--- config.mk ---
export PLATFORM = sky130hd
export DESIGN_NAME = smram_access_ctrl
export DESIGN_NICKNAME = d
export VERILOG_FILES = /design/src/rtl/smram_pkg.sv /design/src/rtl/smram_decode.sv /design/src/rtl/smram_ctrl_reg.sv /design/src/rtl/smram_access_ctrl.sv
export SDC_FILE = /design/constraint.sdc
export NUM_CORES = 1
export LEC_CHECK = 0
export BUFFER_PORTS_ARGS = -buffer_cell sky130_fd_sc_hd__buf_2
export CAP_MARGIN = 20
export CELL_PAD_IN_SITES_DETAIL_PLACEMENT = 0
export CELL_PAD_IN_SITES_GLOBAL_PLACEMENT = 1
export CORE_MARGIN = 4
export CORE_UTILIZATION = 24
export CTS_CLUSTER_SIZE = 28
export DETAILED_ROUTE_END_ITERATION = 7
export HOLD_SLACK_MARGIN = 0.12
export PLACE_DENSITY_LB_ADDON = 0.1
export SLEW_MARGIN = 15
export SYNTH_ARGS = -nofsm -noshare
export SYNTH_HDL_FRONTEND = slang
export SYNTH_SLANG_ARGS = --single-unit
--- constraint.sdc ---
create_clock -name clk_i -period 4.3 [get_ports clk_i]
set_clock_uncertainty 0.05 [all_clocks]
set_input_delay 0.43 -clock clk_i [delete_from_list [all_inputs] [get_ports clk_i]]
set_output_delay 0.43 -clock clk_i [all_outputs]
set_load 0.005 [all_outputs]
--- src/rtl/smram_pkg.sv ---
package smram_pkg;
  localparam int ADDR_W   = 32;
  localparam int WIN_BITS = 17;  // both windows span 128 KiB
  localparam int UP_W     = ADDR_W - WIN_BITS;

  localparam logic [ADDR_W-1:0] HI_WIN_BASE = 32'hFEDA_0000;
  localparam logic [ADDR_W-1:0] LO_WIN_BASE = 32'h000A_0000;

  // register bit positions
  localparam int B_HEN = 7;
  localparam int B_ERR = 6;
  localparam int B_TEN = 0;
  localparam logic [2:0] RO_ONES = 3'b111;

  typedef logic [ADDR_W-1:0] addr_t;
endpackage

--- src/rtl/smram_decode.sv ---
module smram_decode
  import smram_pkg::*;
(
  input  logic  clk_i,
  input  logic  rst_ni,
  input  logic  valid_i,
  input  addr_t addr_i,
  input  logic  glb_en_i,
  input  logic  hen_i,
  input  logic  ten_i,
  input  addr_t tseg_base_i,
  input  addr_t tseg_limit_i,
  input  logic  in_smm_i,
  input  logic  open_i,
  output logic  hit_o,
  output addr_t dram_addr_o,
  output logic  viol_o
);
  logic in_hi, in_ts, hi_hit, ts_hit;

  assign in_hi  = addr_i[ADDR_W-1:WIN_BITS] == HI_WIN_BASE[ADDR_W-1:WIN_BITS];
  assign in_ts  = (addr_i >= tseg_base_i) && (addr_i <= tseg_limit_i);
  assign hi_hit = valid_i && glb_en_i && hen_i && in_hi;
  assign ts_hit = valid_i && glb_en_i && ten_i && in_ts;

  always_comb begin
    dram_addr_o = addr_i;
    if (hi_hit) dram_addr_o = {LO_WIN_BASE[ADDR_W-1:WIN_BITS], addr_i[WIN_BITS-1:0]};
  end

  assign hit_o  = hi_hit || ts_hit;
  assign viol_o = hit_o && !in_smm_i && !open_i;

  AST_OFF_NO_HIT: assert property (@(posedge clk_i) disable iff (!rst_ni)
    (!glb_en_i || !valid_i) |-> (!hit_o && dram_addr_o == addr_i));
  AST_REMAP_LOW: assert property (@(posedge clk_i) disable iff (!rst_ni)
    (dram_addr_o != addr_i) |-> (hit_o && dram_addr_o[ADDR_W-1:WIN_BITS] == LO_WIN_BASE[ADDR_W-1:WIN_BITS]));
  AST_SMM_NO_VIOL: assert property (@(posedge clk_i) disable iff (!rst_ni)
    (in_smm_i || open_i) |-> !viol_o);
endmodule

--- src/rtl/smram_ctrl_reg.sv ---
module smram_ctrl_reg
  import smram_pkg::*;
(
  input  logic       clk_i,
  input  logic       rst_ni,
  input  logic       wr_i,
  input  logic [7:0] wdata_i,
  input  logic       lock_i,
  input  logic       viol_i,
  output logic       hen_o,
  output logic       ten_o,
  output logic       err_o,
  output logic [7:0] rdata_o
);
  logic lock_q, locked, hen_q, ten_q, err_q, err_clr;

  assign locked  = lock_q || lock_i;  // lock takes effect in the cycle it rises
  assign err_clr = wr_i && wdata_i[B_ERR];

  always_ff @(posedge clk_i or negedge rst_ni) begin
    if (!rst_ni) begin
      lock_q <= 1'b0;
      hen_q  <= 1'b0;
      ten_q  <= 1'b0;
      err_q  <= 1'b0;
    end else begin
      lock_q <= locked;
      if (wr_i && !locked) begin
        hen_q <= wdata_i[B_HEN];
        ten_q <= wdata_i[B_TEN];
      end
      err_q <= viol_i || (err_q && !err_clr);  // set beats clear
    end
  end

  assign hen_o   = hen_q;
  assign ten_o   = ten_q;
  assign err_o   = err_q;
  assign rdata_o = {hen_q, err_q, RO_ONES, 2'b00, ten_q};

  AST_LOCK_HOLD: assert property (@(posedge clk_i) disable iff (!rst_ni)
    (lock_i || lock_q) |=> ($stable(hen_q) && $stable(ten_q)));
  AST_LOCK_STICKY: assert property (@(posedge clk_i) disable iff (!rst_ni)
    lock_q |=> lock_q);
  AST_ERR_SET: assert property (@(posedge clk_i) disable iff (!rst_ni)
    viol_i |=> err_q);
  AST_ERR_CLR: assert property (@(posedge clk_i) disable iff (!rst_ni)
    (err_clr && !viol_i) |=> !err_q);
  AST_ERR_KEEP: assert property (@(posedge clk_i) disable iff (!rst_ni)
    (err_q && !err_clr) |=> err_q);
endmodule

--- src/rtl/smram_access_ctrl.sv ---
module smram_access_ctrl
  import smram_pkg::*;
(
  input  logic              clk_i,
  input  logic              rst_ni,
  input  logic              reg_wr_i,
  input  logic [7:0]        reg_wdata_i,
  output logic [7:0]        reg_rdata_o,
  input  logic              lock_i,
  input  logic              glb_en_i,
  input  logic              acc_valid_i,
  input  logic [ADDR_W-1:0] acc_addr_i,
  input  logic              acc_in_smm_i,
  input  logic              acc_open_i,
  input  logic [ADDR_W-1:0] tseg_base_i,
  input  logic [ADDR_W-1:0] tseg_limit_i,
  output logic              hit_o,
  output logic [ADDR_W-1:0] dram_addr_o,
  output logic              err_o
);
  logic hen, ten, viol;

  smram_ctrl_reg u_reg (
    .clk_i   (clk_i),
    .rst_ni  (rst_ni),
    .wr_i    (reg_wr_i),
    .wdata_i (reg_wdata_i),
    .lock_i  (lock_i),
    .viol_i  (viol),
    .hen_o   (hen),
    .ten_o   (ten),
    .err_o   (err_o),
    .rdata_o (reg_rdata_o)
  );

  smram_decode u_dec (
    .clk_i        (clk_i),
    .rst_ni       (rst_ni),
    .valid_i      (acc_valid_i),
    .addr_i       (acc_addr_i),
    .glb_en_i     (glb_en_i),
    .hen_i        (hen),
    .ten_i        (ten),
    .tseg_base_i  (tseg_base_i),
    .tseg_limit_i (tseg_limit_i),
    .in_smm_i     (acc_in_smm_i),
    .open_i       (acc_open_i),
    .hit_o        (hit_o),
    .dram_addr_o  (dram_addr_o),
    .viol_o       (viol)
  );

  AST_RESET_VALUE: assert property (@(posedge clk_i)
    $rose(rst_ni) |-> (reg_rdata_o == 8'h38));
endmodule

==> run metrics <==
status finished clean; core area 8340 um^2; Setup Buffers After CTS 0; GR Overflow Total 0; Final setup viols 0; DR pass1 iterations 4; hold slack 374 ps; root buf cell clkbuf_8; post-route ant nets 0; initial detailed-routing violation count 29; wire per inst about 13 um; Tmin final ~3000 ps; Initial Utilization 0.252; final cycle utilization of the critical path 0.701; routed vias 2182; Layout area overhead 33.3%; H-tree depth 1; Worst Max-Slew Pin Slew approximately 600 ps; Die Height between 100 and 150 um; arrival time at the worst endpoint between 2000 and 3000 ps; overall routed net length 6.49 mm; post-synthesis sequential area ratio 0.0477; CTS sink cnt 4; synthesized cell area about 2100 um^2; Critical Path Start Type input port; vias in the first global route approximately 2100; HP Class input port to register; gpl congestion between 0.7 and 0.8; Post-DP HPWL around 6.0 mm; Max Cap Viol 0; FMAX roughly 0.33 GHz; Die Area about 10000 um^2; number of antenna diodes 0; num rows 33; Die W 102 um; synthesized flop and latch total 4; Clk Latency, worst-skew pair 220 ps; CTS tree yes; peak supply drop roughly 0.052 mV; Worst slew margin 0.587; largest net degree at the start of global routing 13; hold path cells 2; pwr dens roughly 120 nW/um^2; Num CTS Buffers 3; Core Util, Final 0.335; residual DRC count 0; Worst EP required around 3800 ps; Max FO, Critical Path 3; P_leak around 1.8 nW; Synth Instances 287; io pins approximately 150; Slew Viols, Final 0; Synth cell types 36; average cell area after synthesis between 7 and 8 um^2; Crit Path Category input port to primary output; Avg Vias per Cell between 4 and 5; Layout Nets 584; port bufs between 100 and 150; initial antenna violation count 0; Clock Pin Slew Worst Setup and Hold Paths ~30 ps; Clock Tree Buf Depth 2; first-pass GRT wire length 9.91 mm; Setup TNS 0 ps; Yosys warning count 0; Hold Violations, Final 0; RSZ-0062 raised after global routing false; GRT Total Usage 0.120; CP endpoint kind primary output; share of layout cells above drive strength 1 0.372; Reg2Reg Depth 6
==> critical path, stage by stage <==
cell and delay, ps:
buf_2 120, ha_1 320, nand4_1 140, or3_1 450, a221oi_1 360, or4_1 230, a31oi_1 130, o21ai_0 210
buf_2 140
==> through the flow <==
| stage | total power, mW | instance area (um^2) | instances | setup slack [ps] |
|---|---|---|---|---|
| CTS | 0.347 | 2800 | 511 | 1250 |
| finish | 0.339 | 2800 | 511 | 1290 |
| global route | 0.382 | 2800 | 511 | 1080 |
| global placement | 0.261 | 2750 | 507 | 1260 |
| floorplan | 0.173 | 2110 | 290 | 1850 |
| detailed placement | 0.263 | 2750 | 507 | 1270 |
==> registers in the layout (all words and copies together) (netlist names) <==
register,cells
u_reg.err_o,1
u_reg.hen_o,1
u_reg.lock_q,1
u_reg.ten_o,1
==> final cells by class <==
class                      count  area, um^2
sequential                     4         100
multi-input combinational    187        1540
timing repair buffer         144         726
fill                         954        5540
tap                          105         131
inverter                      68         255
clock buffer                   3        41.3
==> timing repair <==
action / CTS / global route
setup endpoints to repair: 0 / 0
hold buffers: 1 / 0
gates resized for setup: 0 / 0
endpoints found under the hold margin: 4 / 0
==> where the power goes <==
part / switching [mW] / total [mW] / internal, mW
Clock: 0.0198 / 0.0795 / 0.0597
Combinational: 0.108 / 0.218 / 0.110
Sequential: 0.00137 / 0.0412 / 0.0398
Total: 0.129 / 0.339 / 0.209
==> worst paths after layout <==
| path | from | to | slack [ps] |
|---|---|---|---|
| max reg2reg | u_reg.hen_o | u_reg.err_o | 2680 |
| max | acc_addr_i[15] | hit_o | 1290 |
| max in group asynchronous | rst_ni | u_reg.lock_q | 3590 |
| min reg2reg | u_reg.lock_q | u_reg.lock_q | 390 |
| min | lock_i | u_reg.lock_q | 370 |
| min in group asynchronous | rst_ni | u_reg.hen_o | 490 |
==> placed cells by master, fill, tap and decap left out, types with 3 or more instances in the layout <==
cell type | netlist | layout
a21o_1 | 8 | 8
a21oi_1 | 22 | 22
a221oi_1 | 3 | 3
and2_1 | 10 | 10
buf_2 | 0 | 143
clkbuf_8 | 0 | 3
conb_1 | 2 | 5
dfrtp_1 | 4 | 4
ha_1 | 64 | 64
inv_1 | 68 | 68
nand2_1 | 13 | 13
nand3_1 | 5 | 5
nand4_1 | 13 | 13
nor2_1 | 4 | 4
nor3_1 | 3 | 3
o21ai_0 | 11 | 11
==> layer usage <==
metal,track usage,vias to the layer above,share of wire
met5,0,-,0
met4,0.0215,0,0.0065
met1,0.179,898,0.49
met2,0.184,84,0.43
met3,0.0145,5,0.075
li1,-,1195,-
==> cells by family (layout without fill, tap and decap cells) <==
family | count (synthesis) | count (layout) | synth area share
other | 2 | 5 | 0.00358
buffers and inverters | 99 | 215 | 0.222
multiplexers | 2 | 2 | 0.0107
flip-flops | 4 | 4 | 0.0477
adder cells (fa/ha/maj) | 64 | 64 | 0.382
AO/OA/AOI/OAI | 55 | 55 | 0.165
AND/OR/NAND/NOR | 61 | 61 | 0.170
==> cells in the mapped netlist <==
master | instances | share of area
inv_1 | 68 | 0.12
ha_1 | 64 | 0.38
buf_4 | 25 | 0.089
a21oi_1 | 22 | 0.052
nand2_1 | 13 | 0.023
nand4_1 | 13 | 0.039
o21ai_0 | 11 | 0.026
and2_1 | 10 | 0.030
a21o_1 | 8 | 0.029
clkbuf_1 | 6 | 0.011
nand3_1 | 5 | 0.012
dfrtp_1 | 4 | 0.048
nor2_1 | 4 | 0.0072
a221oi_1 | 3 | 0.013
nor3_1 | 3 | 0.0072
a221o_1 | 2 | 0.0095
a31oi_1 | 2 | 0.0060
and4_1 | 2 | 0.0083
conb_1 | 2 | 0.0036
mux2_2 | 2 | 0.011
nand4b_1 | 2 | 0.0083
nor4_1 | 2 | 0.0060
a2111oi_0 | 1 | 0.0042
a211oi_1 | 1 | 0.0036
and4b_1 | 1 | 0.0048
nor2b_1 | 1 | 0.0030
nor4b_2 | 1 | 0.0072
nor4bb_1 | 1 | 0.0048
o211ai_1 | 1 | 0.0036
o21a_1 | 1 | 0.0036
o21ai_1 | 1 | 0.0024
o2bb2ai_1 | 1 | 0.0042
o41ai_2 | 1 | 0.0078
or2_2 | 1 | 0.0030
or3_1 | 1 | 0.0030
or4_1 | 1 | 0.0036
(Power assumes the default switching activity.)
